## src/rtl/fu_sched_pkg.sv

```systemverilog
`timescale 1ns/1ps
package fu_sched_pkg;

  localparam int TAG_W = 6;
  localparam int LAT_W = 5;
  localparam int CLS_W = 3;

  // unit counts per kind
  localparam int N_INT  = 4;
  localparam int N_LD   = 2;
  localparam int N_ST   = 1;
  localparam int N_FMUL = 2;
  localparam int N_FADD = 1;
  localparam int N_IDIV = 1;
  localparam int N_FDIV = 1;

  // port layout: each kind occupies a contiguous index range
  localparam int OFS_INT   = 0;
  localparam int OFS_LD    = OFS_INT + N_INT;
  localparam int OFS_ST    = OFS_LD + N_LD;
  localparam int OFS_FMUL  = OFS_ST + N_ST;
  localparam int OFS_FADD  = OFS_FMUL + N_FMUL;
  localparam int OFS_IDIV  = OFS_FADD + N_FADD;
  localparam int OFS_FDIV  = OFS_IDIV + N_IDIV;
  localparam int NUM_UNITS = OFS_FDIV + N_FDIV;

  // fixed latencies of pipelined classes
  localparam int LAT_ALU  = 1;
  localparam int LAT_IMUL = 3;
  localparam int LAT_LDST = 4;
  localparam int LAT_FMUL = 5;
  localparam int LAT_FADD = 3;

  // divide latency bounds
  localparam int IDIV_MIN = 3;
  localparam int IDIV_MAX = 30;
  localparam int FDIV_MIN = 3;
  localparam int FDIV_MAX = 15;

  function automatic int maxFixedLat();
    int m;
    m = LAT_ALU;
    if (LAT_IMUL > m) m = LAT_IMUL;
    if (LAT_LDST > m) m = LAT_LDST;
    if (LAT_FMUL > m) m = LAT_FMUL;
    if (LAT_FADD > m) m = LAT_FADD;
    return m;
  endfunction

  localparam int PIPE_DEPTH = maxFixedLat();
  localparam int SLOT_IDX_W = (PIPE_DEPTH > 1) ? $clog2(PIPE_DEPTH) : 1;

  typedef enum logic [CLS_W-1:0] {
    OP_ALU   = 3'd0,
    OP_IMUL  = 3'd1,
    OP_LOAD  = 3'd2,
    OP_STORE = 3'd3,
    OP_FMUL  = 3'd4,
    OP_FADD  = 3'd5,
    OP_IDIV  = 3'd6,
    OP_FDIV  = 3'd7
  } opClass_e;

  typedef enum logic [2:0] {
    UK_INT, UK_LD, UK_ST, UK_FMUL, UK_FADD, UK_IDIV, UK_FDIV
  } unitKind_e;

  // strobe bundle from control to one unit of the datapath
  typedef struct packed {
    logic             go;
    logic [TAG_W-1:0] tag;
    logic [LAT_W-1:0] lat;
  } unitIssue_t;

  function automatic unitKind_e kindOfUnit(int u);
    if (u < OFS_LD)   return UK_INT;
    if (u < OFS_ST)   return UK_LD;
    if (u < OFS_FMUL) return UK_ST;
    if (u < OFS_FADD) return UK_FMUL;
    if (u < OFS_IDIV) return UK_FADD;
    if (u < OFS_FDIV) return UK_IDIV;
    return UK_FDIV;
  endfunction

  function automatic unitKind_e kindOfClass(opClass_e c);
    case (c)
      OP_ALU, OP_IMUL: return UK_INT;
      OP_LOAD:         return UK_LD;
      OP_STORE:        return UK_ST;
      OP_FMUL:         return UK_FMUL;
      OP_FADD:         return UK_FADD;
      OP_IDIV:         return UK_IDIV;
      default:         return UK_FDIV;
    endcase
  endfunction

  function automatic logic isDivKind(unitKind_e k);
    return (k == UK_IDIV) || (k == UK_FDIV);
  endfunction

  function automatic logic [LAT_W-1:0] clampLat(logic [LAT_W-1:0] d, int lo, int hi);
    if (d < LAT_W'(lo)) return LAT_W'(lo);
    if (d > LAT_W'(hi)) return LAT_W'(hi);
    return d;
  endfunction

  function automatic logic [LAT_W-1:0] latOfOp(opClass_e c, logic [LAT_W-1:0] divLat);
    case (c)
      OP_ALU:           return LAT_W'(LAT_ALU);
      OP_IMUL:          return LAT_W'(LAT_IMUL);
      OP_LOAD, OP_STORE: return LAT_W'(LAT_LDST);
      OP_FMUL:          return LAT_W'(LAT_FMUL);
      OP_FADD:          return LAT_W'(LAT_FADD);
      OP_IDIV:          return clampLat(divLat, IDIV_MIN, IDIV_MAX);
      default:          return clampLat(divLat, FDIV_MIN, FDIV_MAX);
    endcase
  endfunction

endpackage

```

## src/rtl/fu_pipe_slots.sv

```systemverilog
`timescale 1ns/1ps
module fu_pipe_slots
  import fu_sched_pkg::*;
(
  input  logic                  clk,
  input  logic                  rstN,
  input  unitIssue_t            issue,
  output logic [PIPE_DEPTH-1:0] occ,
  output logic                  doneValid,
  output logic [TAG_W-1:0]      doneTag
);

  // slot i holds an operation that completes i cycles from now
  logic [PIPE_DEPTH-1:0]            slotVld;
  logic [PIPE_DEPTH-1:0][TAG_W-1:0] slotTag;
  logic [PIPE_DEPTH-1:0]            shVld;
  logic [PIPE_DEPTH-1:0][TAG_W-1:0] shTag;

  always_comb begin
    shVld = slotVld >> 1;
    shTag = '0;
    for (int i = 0; i < PIPE_DEPTH - 1; i++) shTag[i] = slotTag[i+1];
  end

  always_ff @(posedge clk or negedge rstN) begin
    if (!rstN) begin
      slotVld <= '0;
      slotTag <= '0;
    end else begin
      for (int i = 0; i < PIPE_DEPTH; i++) begin
        if (issue.go && issue.lat == LAT_W'(i + 1)) begin
          slotVld[i] <= 1'b1;
          slotTag[i] <= issue.tag;
        end else begin
          slotVld[i] <= shVld[i];
          slotTag[i] <= shTag[i];
        end
      end
    end
  end

  assign occ       = slotVld;
  assign doneValid = slotVld[0];
  assign doneTag   = slotTag[0];

endmodule

```

## src/rtl/fu_div_timer.sv

```systemverilog
`timescale 1ns/1ps
module fu_div_timer
  import fu_sched_pkg::*;
(
  input  logic                  clk,
  input  logic                  rstN,
  input  unitIssue_t            issue,
  output logic [PIPE_DEPTH-1:0] occ,
  output logic                  doneValid,
  output logic [TAG_W-1:0]      doneTag
);

  logic [LAT_W-1:0] remain;
  logic [TAG_W-1:0] heldTag;

  always_ff @(posedge clk or negedge rstN) begin
    if (!rstN) begin
      remain  <= '0;
      heldTag <= '0;
    end else if (issue.go) begin
      remain  <= issue.lat;
      heldTag <= issue.tag;
    end else if (remain != '0) begin
      remain <= remain - 1'b1;
    end
  end

  // bit 0 reports busy; the upper bits are unused for a divider
  assign occ       = {{(PIPE_DEPTH-1){1'b0}}, remain != '0};
  assign doneValid = (remain == LAT_W'(1));
  assign doneTag   = heldTag;

endmodule

```

## src/rtl/fu_issue_ctrl.sv

```systemverilog
`timescale 1ns/1ps
module fu_issue_ctrl
  import fu_sched_pkg::*;
#(
  parameter int NUM_LANES = 4
) (
  input  logic [NUM_LANES-1:0]                  reqValid,
  input  logic [NUM_LANES-1:0][CLS_W-1:0]       reqClass,
  input  logic [NUM_LANES-1:0][TAG_W-1:0]       reqTag,
  input  logic [NUM_LANES-1:0][LAT_W-1:0]       reqDivLat,
  input  logic [NUM_UNITS-1:0][PIPE_DEPTH-1:0]  unitOcc,
  output logic [NUM_LANES-1:0]                  reqAccept,
  output unitIssue_t [NUM_UNITS-1:0]            issue
);

  logic [NUM_UNITS-1:0] claimed;
  opClass_e             cls;
  logic [LAT_W-1:0]     lat;
  logic                 free;

  always_comb begin
    claimed   = '0;
    reqAccept = '0;
    issue     = '0;
    cls       = OP_ALU;
    lat       = '0;
    free      = 1'b0;
    // lanes in ascending order: a lower lane claims units first
    for (int l = 0; l < NUM_LANES; l++) begin
      cls = opClass_e'(reqClass[l]);
      lat = latOfOp(cls, reqDivLat[l]);
      for (int u = 0; u < NUM_UNITS; u++) begin
        if (isDivKind(kindOfUnit(u)))
          free = !unitOcc[u][0];
        else if (lat < LAT_W'(PIPE_DEPTH))
          // the slot that would shift into our landing slot must be empty
          free = !unitOcc[u][lat[SLOT_IDX_W-1:0]];
        else
          free = 1'b1;
        if (reqValid[l] && !reqAccept[l] && !claimed[u] &&
            kindOfUnit(u) == kindOfClass(cls) && free) begin
          claimed[u]   = 1'b1;
          reqAccept[l] = 1'b1;
          issue[u].go  = 1'b1;
          issue[u].tag = reqTag[l];
          issue[u].lat = lat;
        end
      end
    end
  end

endmodule

```

## src/rtl/fu_exec_datapath.sv

```systemverilog
`timescale 1ns/1ps
module fu_exec_datapath
  import fu_sched_pkg::*;
(
  input  logic                                  clk,
  input  logic                                  rstN,
  input  unitIssue_t [NUM_UNITS-1:0]            issue,
  output logic [NUM_UNITS-1:0][PIPE_DEPTH-1:0]  unitOcc,
  output logic [NUM_UNITS-1:0]                  doneValid,
  output logic [NUM_UNITS-1:0][TAG_W-1:0]       doneTag
);

  for (genvar u = 0; u < NUM_UNITS; u++) begin : g_unit
    if (isDivKind(kindOfUnit(u))) begin : g_div
      fu_div_timer i_div (
        .clk       (clk),
        .rstN      (rstN),
        .issue     (issue[u]),
        .occ       (unitOcc[u]),
        .doneValid (doneValid[u]),
        .doneTag   (doneTag[u])
      );
    end else begin : g_pipe
      fu_pipe_slots i_pipe (
        .clk       (clk),
        .rstN      (rstN),
        .issue     (issue[u]),
        .occ       (unitOcc[u]),
        .doneValid (doneValid[u]),
        .doneTag   (doneTag[u])
      );
    end
  end

endmodule

```

## src/rtl/fu_scoreboard.sv

```systemverilog
`timescale 1ns/1ps
module fu_scoreboard
  import fu_sched_pkg::*;
#(
  parameter int NUM_LANES = 4
) (
  input  logic                             clk,
  input  logic                             rstN,
  input  logic [NUM_LANES-1:0]             reqValid,
  input  logic [NUM_LANES-1:0][CLS_W-1:0]  reqClass,
  input  logic [NUM_LANES-1:0][TAG_W-1:0]  reqTag,
  input  logic [NUM_LANES-1:0][LAT_W-1:0]  reqDivLat,
  output logic [NUM_LANES-1:0]             reqAccept,
  output logic [NUM_UNITS-1:0]             doneValid,
  output logic [NUM_UNITS-1:0][TAG_W-1:0]  doneTag
);

  unitIssue_t [NUM_UNITS-1:0]           issue;
  logic [NUM_UNITS-1:0][PIPE_DEPTH-1:0] unitOcc;

  fu_issue_ctrl #(.NUM_LANES(NUM_LANES)) i_ctrl (
    .reqValid  (reqValid),
    .reqClass  (reqClass),
    .reqTag    (reqTag),
    .reqDivLat (reqDivLat),
    .unitOcc   (unitOcc),
    .reqAccept (reqAccept),
    .issue     (issue)
  );

  fu_exec_datapath i_dp (
    .clk       (clk),
    .rstN      (rstN),
    .issue     (issue),
    .unitOcc   (unitOcc),
    .doneValid (doneValid),
    .doneTag   (doneTag)
  );

endmodule

```

## config.mk

```make
export PLATFORM = sky130hd
export DESIGN_NAME = fu_scoreboard
export DESIGN_NICKNAME = d
export VERILOG_FILES = /design/src/rtl/fu_sched_pkg.sv /design/src/rtl/fu_pipe_slots.sv /design/src/rtl/fu_div_timer.sv /design/src/rtl/fu_issue_ctrl.sv /design/src/rtl/fu_exec_datapath.sv /design/src/rtl/fu_scoreboard.sv
export SDC_FILE = /design/constraint.sdc
export NUM_CORES = 1
export LEC_CHECK = 0
export CAP_MARGIN = 20
export CORE_MARGIN = 3
export CORE_UTILIZATION = 30
export DETAILED_ROUTE_END_ITERATION = 10
export DONT_BUFFER_PORTS = 1
export SLEW_MARGIN = 20
export SYNTH_ARGS = -nofsm -noshare
export SYNTH_HDL_FRONTEND = slang
export SYNTH_SLANG_ARGS = --single-unit
export TNS_END_PERCENT = 100
```

## constraint.sdc

```tcl
create_clock -name clk -period 10.2 [get_ports clk]
set_clock_uncertainty 0.15 [all_clocks]
set_input_delay 3.06 -clock clk [delete_from_list [all_inputs] [get_ports clk]]
set_output_delay 3.06 -clock clk [all_outputs]
set_load 0.01 [all_outputs]
```

==> results.sh <==
export IMPL_cts_tree="done"
export IMPL_clkPwrFrac=0.403
export IMPL_drc=0
export IMPL_place_gp_congestion=0.950
export IMPL_ir_worst_vdd_v=0.000130
export IMPL_cts_setup_buffers=0
export IMPL_ys_seq_elements=372
export IMPL_coreArea_um2=53100
export IMPL_die_h_um=239
export IMPL_finalCritPeriodShare=0.942
export IMPL_rr_worst_depth=9
export IMPL_cp_end_kind="primary output"
export IMPL_wl_per_cell_um=24.0
export IMPL_clockBufferDepth=3
export IMPL_crit_chain="nor3b_1 > or3_1 > nor2_4 > mux4_2 > nor4b_2 > o31a_1 > and3_1 > nor4_2 > and3_1 > o2111ai_1"
export IMPL_maxCapViolations=0
export IMPL_fmax_mhz=104
export IMPL_switching_share=0.263
export IMPL_slowest_stage="nor4b_2"
export IMPL_clock_sinks=372
export IMPL_clk_pin_slew_ns=0.06
export IMPL_grtUsageMet2=0.271
export IMPL_min_path_cells=0
export IMPL_vias_per_cell=5.42
export IMPL_ant_nets=0
export IMPL_seqPwrFrac=0.484
export IMPL_cp_required_ns=6.99
export IMPL_status="completed"
export IMPL_grt_pass1_wl_um=73400
export IMPL_dr_pass1_iters=8
export IMPL_vias=11100
export IMPL_drv_slew=0
export IMPL_use_met1=0.223
export IMPL_track_usage=0.171
export IMPL_start_kind="primary input"
export IMPL_yosysUniqueCellTypes=96
export IMPL_initial_core_util=0.306
export IMPL_path_max_fanout=10
export IMPL_grt_overflow=0
export IMPL_clock_latency_ns=0.53
export IMPL_multi_input_area_um2=5840
export IMPL_grt_max_degree=373
export IMPL_synth_edf_count=0
export IMPL_root_buffer="clkbuf_16"
export IMPL_holdCritStartpoint="i_dp.g_unit[7].g_pipe.i_pipe.shTag[8]"
export IMPL_die_area_um2=56900
export IMPL_hpwl_um=36100
export IMPL_drt_iter0_markers=1321
export IMPL_p_leak_nw=7.84
export IMPL_yosys_most_used_dff="dfrtp_1"
export IMPL_ys_warn_count=0
export IMPL_setup_tns_final_ns=0
export IMPL_n_fill_cell=5215
export IMPL_cp_common_cell="and3_1"
export IMPL_port_buffers=0
export IMPL_finalHoldViolCount=0
export IMPL_grt_setup_unrepaired="no"
export IMPL_async_flop_share=1.00
export IMPL_relSlewSlack=0.122
export IMPL_ctsHoldBuffers=0
export IMPL_ctsResizeCount=0
export IMPL_htreeDepth=2
export IMPL_intPower_mw=2.68
export IMPL_top_usage_layer="met2"
export IMPL_cts_buffers_inserted=39
export IMPL_holdWs_ns=0.192
export IMPL_hold_class="register to register"
export IMPL_arrival_ns=6.40
export IMPL_rrSetupSlack_ns=6.22
export IMPL_r2r_start="i_dp.g_unit[0].g_pipe.i_pipe.occ[3]"
export IMPL_syn_area_um2=16200
export IMPL_switchingPower_mw=0.955
export IMPL_ys_seq_area_frac=0.573
export IMPL_syn_avg_cell_area_um2=10.9
export IMPL_std_cell_rows=84
export IMPL_nets=1398
export IMPL_totalWireLength_um=49300
export IMPL_final_core_util=0.335
export IMPL_die_w_um=239
export IMPL_setup_viol_count_final=0
export IMPL_power_density_nw_per_um2=204
export IMPL_regArea_um2=9310
export IMPL_period_needed_ns=9.61
export IMPL_share_comb_of_total_power=0.114
export IMPL_grt_pass1_vias=11000
export IMPL_io_pins=150
export IMPL_tightest_slew_ns=1.32
export IMPL_slowest_delay_ns=0.63
export IMPL_path_class="primary input to primary output"
export IMPL_synthCells=1486
export IMPL_r2r_end="i_dp.g_unit[0].g_pipe.i_pipe.doneTag[3]"
export IMPL_worstHoldEndpoint="i_dp.g_unit[7].g_pipe.i_pipe.shTag[2]"
export IMPL_grt_use_met3=0.0523
export IMPL_syn_to_final_growth_pct=9.55
export IMPL_antenna_found_initial=0
export IMPL_drive_gt1_frac=0.151
-- registers in the layout, summed over array words and instances (netlist names) --
register,flops
i_dp.g_unit.g_div.i_div.remain,10
i_dp.g_unit.g_pipe.i_pipe.shTag,240
i_dp.g_unit.g_div.i_div.doneTag,12
i_dp.g_unit.g_pipe.i_pipe.doneTag,60
i_dp.g_unit.g_pipe.i_pipe.occ,50
-- routing by layer --
metal / up-vias / wire, um / share of wire
li1: 4796 / - / -
met3: 110 / 5230 / 0.11
met5: - / 0 / 0
met1: 5591 / 19700 / 0.40
met4: 0 / 1660 / 0.034
met2: 617 / 22600 / 0.46
-- cell usage after synthesis, types with 27 or more instances --
cell        n  area [um2]
a21oi_1    49         245
a222oi_1   35         350
a22oi_1    35         263
clkbuf_1  245         920
dfrtp_1   372        9310
inv_1      42         158
mux2_2     41         462
mux2i_1    27         270
nand2_1   104         390
nand3_1    45         225
nor2_1     53         199
nor3_1     33         165
o21ai_0    49         245
-- layout make-up --
| class | instances | share of cell area |
|---|---|---|
| Inverter | 42 | 0.00887 |
| Clock inverter | 20 | 0.0155 |
| Tap cell | 688 | 0.0484 |
| Clock buffer | 50 | 0.0600 |
| Timing Repair Buffer | 36 | 0.0152 |
| Sequential cell | 372 | 0.524 |
| Multi-Input combinational cell | 841 | 0.328 |
| Antenna cell | 1 | 0.000141 |
-- cell families (layout without fill, tap and decap cells) --
logic type / count (synthesis) / after routing / synth area share
AND/OR/NAND/NOR: 363 / 363 / 0.120
AO/OA/AOI/OAI: 329 / 329 / 0.158
multiplexers: 84 / 84 / 0.0604
XOR/XNOR: 5 / 5 / 0.00270
buffers and inverters: 328 / 148 / 0.0821
adder cells (fa/ha/maj): 4 / 4 / 0.00308
flip-flops: 372 / 372 / 0.573
other: 1 / 57 / 0.000231
-- power by group through the flow --
stage | registers [mW] | clock network (mW) | logic [mW]
3_5_place_dp | 1.79 | 0 | 0.409
6_report | 1.76 | 1.46 | 0.414
3_3_place_gp | 1.79 | 0 | 0.408
2_1_floorplan | 1.73 | 0 | 0.360
5_1_grt | 1.78 | 1.57 | 0.458
4_1_cts | 1.76 | 1.50 | 0.411
-- cell usage in the layout (no fill, tap or decap), types with 20 or more instances in the layout --
cell type	Yosys	routed
buf_4	16	36
nor3_1	33	32
nand2_1	104	104
nor2_1	53	53
mux2i_1	27	27
a22oi_1	35	35
nand2b_1	20	20
mux2_2	41	41
a222oi_1	35	35
a221o_1	21	21
dfrtp_1	372	372
o21ai_0	49	49
clkbuf_16	0	39
nand3_1	45	45
inv_1	42	42
conb_1	1	56
a21oi_1	49	49
-- worst max path at each step --
stage | from | endpoint | cells after the start
2_1_floorplan | reqClass[2] | reqAccept[1] | 11
3_3_place_gp | reqDivLat[19] | reqAccept[3] | 10
3_5_place_dp | reqDivLat[19] | reqAccept[3] | 10
4_1_cts | reqDivLat[19] | reqAccept[3] | 10
5_1_grt | reqDivLat[0] | reqAccept[2] | 12
6_report | reqDivLat[19] | reqAccept[3] | 10
-- critical path: cells and delay by family --
| family | cells | cell delay [ns] |
|---|---|---|
| simple gates | 7 | 2.28 |
| compound gates | 2 | 0.58 |
| mux | 1 | 0.44 |
-- per-stage QoR --
step           cell area (um2)  worst slack (ns)  std cells  total power, mW
2_1_floorplan            16400              1.20       1541             2.09
3_3_place_gp             16400             0.182       1979             2.19
3_5_place_dp             16400             0.653       1979             2.20
4_1_cts                  17800             0.648       2049             3.68
5_1_grt                  17800             0.318       2049             3.80
6_report                 17800             0.593       2050             3.64
(Power assumes the default switching activity.)
